==> src/rtl/cio_pkg.sv <==
package cio_pkg;
  typedef enum logic [1:0] {
    RA_DIN  = 2'd0,
    RA_DOUT = 2'd1,
    RA_DIR  = 2'd2,
    RA_NONE = 2'd3
  } reg_addr_e;

  // Level driven for a chip-select term: asserted term gives the active level
  function automatic logic cs_level(input logic term, input logic act_high);
    return act_high ? term : ~term;
  endfunction

  // Enable source choice, with the dedicated-input override
  function automatic logic oe_level(input logic dedic, input logic use_term,
                                    input logic term, input logic dir_bit);
    if (dedic) return 1'b0;
    return use_term ? term : dir_bit;
  endfunction
endpackage

==> src/rtl/cio_sync.sv <==
module cio_sync #(
  parameter int W      = 3,
  parameter int STAGES = 2
) (
  input  logic         clk,
  input  logic         rst_n,
  input  logic [W-1:0] d,
  output logic [W-1:0] q
);
  logic [W-1:0] st [STAGES];

  always_ff @(posedge clk or negedge rst_n) begin
    if (!rst_n) st[0] <= '0;
    else        st[0] <= d;
  end

  for (genvar k = 1; k < STAGES; k++) begin : g_stage
    always_ff @(posedge clk or negedge rst_n) begin
      if (!rst_n) st[k] <= '0;
      else        st[k] <= st[k-1];
    end
  end

  assign q = st[STAGES-1];
endmodule

==> src/rtl/cio_regs.sv <==
module cio_regs
  import cio_pkg::*;
#(
  parameter int NPINS = 3,
  parameter int DW    = 8
) (
  input  logic             clk,
  input  logic             rst_n,
  input  logic [1:0]       bus_addr,
  input  logic             bus_wr,
  input  logic             bus_rd,
  input  logic [DW-1:0]    bus_wdata,
  input  logic [NPINS-1:0] pin_lvl,
  output logic [DW-1:0]    bus_rdata,
  output logic [NPINS-1:0] dout_q,
  output logic [NPINS-1:0] dir_q
);
  reg_addr_e ra;
  logic      wr_dout, wr_dir, wr_ignored;

  assign ra         = reg_addr_e'(bus_addr);
  assign wr_dout    = bus_wr && (ra == RA_DOUT);
  assign wr_dir     = bus_wr && (ra == RA_DIR);
  assign wr_ignored = bus_wr && (ra == RA_DIN || ra == RA_NONE);

  always_ff @(posedge clk or negedge rst_n) begin
    if (!rst_n) begin
      dout_q <= '0;
      dir_q  <= '0;
    end else begin
      if (wr_dout) dout_q <= bus_wdata[NPINS-1:0];
      if (wr_dir)  dir_q  <= bus_wdata[NPINS-1:0];
    end
  end

  always_comb begin
    bus_rdata = '0;
    if (bus_rd) begin
      unique case (ra)
        RA_DIN:  bus_rdata[NPINS-1:0] = pin_lvl;
        RA_DOUT: bus_rdata[NPINS-1:0] = dout_q;
        RA_DIR:  bus_rdata[NPINS-1:0] = dir_q;
        default: bus_rdata = '0;
      endcase
    end
  end


  dout_load_chk: assert property (@(posedge clk) disable iff (!rst_n)
    wr_dout |=> dout_q == $past(bus_wdata[NPINS-1:0]));

  dir_load_chk: assert property (@(posedge clk) disable iff (!rst_n)
    wr_dir |=> dir_q == $past(bus_wdata[NPINS-1:0]));

  ignored_wr_chk: assert property (@(posedge clk) disable iff (!rst_n)
    wr_ignored |=> $stable(dout_q) && $stable(dir_q));
endmodule

==> src/rtl/cio_pin.sv <==
module cio_pin
  import cio_pkg::*;
(
  input  logic clk,
  input  logic rst_n,
  input  logic dout,
  input  logic dir,
  input  logic out_sel,
  input  logic pol,
  input  logic oe_sel,
  input  logic dedic,
  input  logic cs_t,
  input  logic oe_t,
  output logic pin_out,
  output logic pin_oe
);
  assign pin_out = out_sel ? cs_level(cs_t, pol) : dout;
  assign pin_oe  = oe_level(dedic, oe_sel, oe_t, dir);


  dedic_input_chk: assert property (@(posedge clk) disable iff (!rst_n)
    dedic |-> !pin_oe);

  reg_drive_chk: assert property (@(posedge clk) disable iff (!rst_n)
    !out_sel |-> pin_out == dout);

  term_oe_chk: assert property (@(posedge clk) disable iff (!rst_n)
    (oe_sel && !dedic) |-> pin_oe == oe_t);
endmodule

==> src/rtl/cfg_io_port.sv <==
module cfg_io_port #(
  parameter int NPINS       = 3,
  parameter int DW          = 8,
  parameter int SYNC_STAGES = 2
) (
  input  logic             clk,
  input  logic             rst_n,
  input  logic [NPINS-1:0] cfg_out_sel,
  input  logic [NPINS-1:0] cfg_cs_pol,
  input  logic [NPINS-1:0] cfg_oe_sel,
  input  logic [NPINS-1:0] cfg_dedic,
  input  logic [NPINS-1:0] cs_term,
  input  logic [NPINS-1:0] oe_term,
  input  logic [1:0]       bus_addr,
  input  logic             bus_wr,
  input  logic             bus_rd,
  input  logic [DW-1:0]    bus_wdata,
  output logic [DW-1:0]    bus_rdata,
  input  logic [NPINS-1:0] pad_in,
  output logic [NPINS-1:0] pad_out,
  output logic [NPINS-1:0] pad_oe,
  output logic             strobe_in,
  output logic             clk_in,
  output logic             blk_disable
);
  localparam int PIN_STB = 0;
  localparam int PIN_CLK = 1;
  localparam int PIN_CSI = 2;

  logic [NPINS-1:0] pin_lvl;
  logic [NPINS-1:0] dout_q, dir_q;

  cio_sync #(.W(NPINS), .STAGES(SYNC_STAGES)) u_sync (
    .clk(clk), .rst_n(rst_n), .d(pad_in), .q(pin_lvl)
  );

  cio_regs #(.NPINS(NPINS), .DW(DW)) u_regs (
    .clk(clk), .rst_n(rst_n), .bus_addr(bus_addr), .bus_wr(bus_wr),
    .bus_rd(bus_rd), .bus_wdata(bus_wdata), .pin_lvl(pin_lvl),
    .bus_rdata(bus_rdata), .dout_q(dout_q), .dir_q(dir_q)
  );

  for (genvar i = 0; i < NPINS; i++) begin : g_pin
    cio_pin u_pin (
      .clk(clk), .rst_n(rst_n), .dout(dout_q[i]), .dir(dir_q[i]),
      .out_sel(cfg_out_sel[i]), .pol(cfg_cs_pol[i]), .oe_sel(cfg_oe_sel[i]),
      .dedic(cfg_dedic[i]), .cs_t(cs_term[i]), .oe_t(oe_term[i]),
      .pin_out(pad_out[i]), .pin_oe(pad_oe[i])
    );
  end

  assign strobe_in   = cfg_dedic[PIN_STB] & pin_lvl[PIN_STB];
  assign clk_in      = cfg_dedic[PIN_CLK] & pad_in[PIN_CLK];
  assign blk_disable = cfg_dedic[PIN_CSI] & pin_lvl[PIN_CSI];


  rdata_upper_zero_chk: assert property (@(posedge clk) disable iff (!rst_n)
    bus_rdata[DW-1:NPINS] == '0);

  rd_idle_zero_chk: assert property (@(posedge clk) disable iff (!rst_n)
    !bus_rd |-> bus_rdata == '0);

  strobe_gate_chk: assert property (@(posedge clk) disable iff (!rst_n)
    !cfg_dedic[PIN_STB] |-> !strobe_in);

  disable_gate_chk: assert property (@(posedge clk) disable iff (!rst_n)
    blk_disable |-> cfg_dedic[PIN_CSI] && !pad_oe[PIN_CSI]);
endmodule

==> config.mk <==
export PLATFORM = sky130hd
export DESIGN_NAME = cfg_io_port
export DESIGN_NICKNAME = d
export VERILOG_FILES = /design/src/rtl/cio_pkg.sv /design/src/rtl/cio_sync.sv /design/src/rtl/cio_regs.sv /design/src/rtl/cio_pin.sv /design/src/rtl/cfg_io_port.sv
export SDC_FILE = /design/constraint.sdc
export NUM_CORES = 1
export LEC_CHECK = 0
export BUFFER_PORTS_ARGS = -buffer_cell sky130_fd_sc_hd__buf_4
export CORE_MARGIN = 4
export CORE_UTILIZATION = 25
export DETAILED_ROUTE_END_ITERATION = 8
export GPL_TIMING_DRIVEN = 0
export HOLD_SLACK_MARGIN = 0.1
export PLACE_DENSITY = 0.61
export SYNTH_ARGS = -nofsm -noshare
export SYNTH_HDL_FRONTEND = slang
export SYNTH_SLANG_ARGS = --single-unit
export TNS_END_PERCENT = 10
==> constraint.sdc <==
create_clock -name clk -period 0.9 [get_ports clk]
set_clock_uncertainty 0.05 [all_clocks]
set_input_delay 0.045 -clock clk [delete_from_list [all_inputs] [get_ports clk]]
set_output_delay 0.045 -clock clk [all_outputs]
set_load 0.05 [all_outputs]
==> summary.txt <==
STATUS
----------------------------------------------------------------------------------
Result of the run ................................................... finished, violations left
Violations in the final reports ..................................... setup timing

SYNTHESIS
----------------------------------------------------------------------------------
Yosys warns .........................................................            0
Netlist area before placement .......................................     734 um^2
Number of distinct library cells after synthesis ....................           13
Yosys reg bits ......................................................           12
Number of standard cells after synthesis ............................           60
Mapped Avg Cell Area ................................................    12.2 um^2
Fraction of the yosys area taken by sequential cells ................        40.9%

WORST SETUP PATH
----------------------------------------------------------------------------------
Slowest stage delay, CP .............................................       400 ps
Worst-path cell with the longest stage delay ........................ sky130_fd_sc_hd__dfrtp_1
Largest fanout of any net on the critical path ......................            3
List of cells traversed by the critical path ........................ mux2_2 -> buf_4 -> buf_6
Category of the critical setup timing path ..........................      reg2out
Crit end category ...................................................   output pin
Startpoint Class ....................................................     register
Critical path buffer and inverter count .............................            2
Required arrival time at the worst endpoint .........................       810 ps
Critical path arrival ...............................................      1210 ps
Critical path's top delay family ....................................   flip-flops

GLOBAL ROUTE
----------------------------------------------------------------------------------
Wire length of the first global-routing pass ........................      2.97 mm
Aggregate global routing overflow ...................................            0
Number of global-route vias before repair ...........................          663
Global Route Usage Sum ..............................................        9.44%
Initial antenna violation count .....................................            0
Pin count of the biggest net entering global routing ................           13

ROUTE
----------------------------------------------------------------------------------
Total wire length ...................................................      1.76 mm
Average wire per standard cell ......................................      11.8 um
Drt drc .............................................................            0
Drt first-iter violations ...........................................           10
Remaining antenna violation count ...................................            0
Overall via count from detail_route .................................          595
Drt pass-1 iters ....................................................            2
Ratio of routed vias to standard cells ..............................         3.99

TIMING
----------------------------------------------------------------------------------
Max Clk Rate ........................................................    0.767 GHz
Period utilization ..................................................         145%
Final number of hold-violating endpoints ............................            0
Period minus WS final ...............................................      1300 ps
Unrepaired setup endpoints after global routing .....................          yes
Total count of max-transition violations in the final report ........            0
Worst Setup Slack, final ............................................      -405 ps
Setup violations, final .............................................           13

FLOORPLAN
----------------------------------------------------------------------------------
Placement row count .................................................           19
Effective utilization at floorplan ..................................        26.4%
DIE WIDTH ...........................................................      62.2 um
I/O pin cnt .........................................................           52
Die area ............................................................ 0.00387 mm^2
Die extent in y .....................................................      62.2 um
Core Region ......................................................... 0.00278 mm^2

HOLD PATH
----------------------------------------------------------------------------------
Kind of path behind the tightest hold check .........................       in2reg

JOB
----------------------------------------------------------------------------------
Number of violations of the max-capacitance limit ...................            0

PWR
----------------------------------------------------------------------------------
Peak supply drop ....................................................       865 uV
Standby leakage power ...............................................     0.689 nW
Total power divided by cell area .................................... 1420 mW/mm^2

FINAL LAYOUT
----------------------------------------------------------------------------------
Register area .......................................................     300 um^2
Most common library cell in the layout ignoring fill and taps ....... sky130_fd_sc_hd__buf_4
Multi-input gate area ...............................................     372 um^2
Commonest non-fill, non-tap cells in the layout ..................... sky130_fd_sc_hd__buf_4, sky130_fd_sc_hd__dfrtp_1, sky130_fd_sc_hd__buf_6
Share of final-layout standard cells stronger than drive strength 1 .        62.7%
Design Area, Final .................................................. 0.00130 mm^2
Count of non-filler cells in the finished layout ....................          149
N_diodes ............................................................            0
Layout overhead on the synthesized area .............................        76.5%
Number of nets in the finished design ...............................          155
Final standard cell utilization of the core .........................        46.6%
Filler cell count ...................................................          273

CLOCKING
----------------------------------------------------------------------------------
TritonCTS clock tree ................................................        built
Worst-path clk slew .................................................        70 ps
Clock Tree Buf Depth ................................................            2
Root buffer selected by CTS ......................................... sky130_fd_sc_hd__clkbuf_4
TritonCTS Buffers ...................................................            3
Worst-skew pair later-pin latency ...................................       260 ps
H-tree depth ........................................................            1
Clk sinks ...........................................................           12

PLACEMENT
----------------------------------------------------------------------------------
Total cell area at the placement stage .............................. 0.00109 mm^2
Placed wire-length estimate after detailed placement ................      1.44 mm
Post-Place Cells ....................................................          135
Final estimated routing congestion in global placement ..............        0.773
Placement-stage worst setup slack ...................................      -203 ps
Port Buf Inserts ....................................................           40

-- registers in the layout, indices dropped and copies added (netlist names) --
| register | count |
|---|---|
| u_regs.dir_q | 3 |
| u_regs.dout_q | 3 |
| u_sync.q | 3 |
| u_sync.st | 3 |
-- synth_stat cells --
cell                       instances  area share [%]
sky130_fd_sc_hd__xnor2_1           3             3.6
sky130_fd_sc_hd__conb_1            1            0.51
sky130_fd_sc_hd__o21ai_0           3             2.0
sky130_fd_sc_hd__nor2_1            3             1.5
sky130_fd_sc_hd__dfrtp_1          12              41
sky130_fd_sc_hd__mux2_2            3             4.6
sky130_fd_sc_hd__buf_6             1             1.5
sky130_fd_sc_hd__mux2_4            6              12
sky130_fd_sc_hd__and2_1            6             5.1
sky130_fd_sc_hd__nand3b_4          2             5.5
sky130_fd_sc_hd__buf_4            11              11
sky130_fd_sc_hd__mux2i_1           6             8.2
sky130_fd_sc_hd__nand3b_1          3             3.1
-- cell type report --
type                    instances  share of cell area (%)
multi-input cells              40                    28.7
plain buffers                  11                    6.66
flip-flops and latches         12                    23.2
clock buffers                   3                    1.74
well taps                      31                    2.99
repair buffers                 52                    36.8
-- logic make-up (layout without fill, tap and decap cells) --
group,after synthesis,in the layout,share of synthesized area [%]
mux,15,15,25.0
simple gates,14,14,15.2
flops,12,12,40.9
buf+inv,12,66,12.8
compound gates,3,3,2.04
xor+xnor,3,3,3.58
other cells,1,5,0.511
-- worst register-to-register path: cells and delay by family (launching register included) --
family,cells,cell delay [ps]
flip-flops,1,400
multiplexers,1,250
buffers and inverters,2,240
-- routing by layer --
layer | track usage [%] | routed length (um)
met1 | 10.6 | 671
met2 | 16.8 | 915
met3 | 1.98 | 147
met4 | 4.07 | 20
met5 | 0 | 0
-- stage by stage --
stage | setup TNS, ps | total power [W] | hold WS (ps)
after floorplan | -36.4 | 0.00115 | -301
after global placement | -1110 | 0.00138 | -160
after detailed placement | -1190 | 0.00140 | -160
after CTS | -3640 | 0.00182 | 138
after global routing | -4440 | 0.00195 | 139
final | -3670 | 0.00184 | 136
-- power by group --
group	internal, W	leakage (nW)	total [W]	switching, W
registers	0.000604	0.141	0.000652	0.0000475
logic	0.000476	0.535	0.000884	0.000408
clock network	0.000154	0.0138	0.000309	0.000155
total	0.00123	0.689	0.00184	0.000610
-- timing repair --
action,in CTS,in global routing
hold buffers,8,0
resized for setup,22,4
setup endpoints to repair,11,25
hold endpoints to repair,21,0
pin swaps,4,4
buffers inserted,2,2
-- path summary, 6_finish.rpt --
path	slack, ps	depth (start not counted)	start	end
setup / recovery	-400	3	u_regs.dout_q[2]	pad_out[2]
hold / removal	140	3	bus_addr[0]	u_regs.dout_q[1]
setup reg to reg	-150	3	u_regs.dout_q[2]	u_regs.dout_q[2]
hold reg to reg	300	0	u_sync.st[4]	u_sync.q[1]
max in group asynchronous	380	3	rst_n	u_sync.st[3]
min in group asynchronous	290	3	rst_n	u_regs.dir_q[1]
No activity file was read; power rests on OpenSTA's default activity.
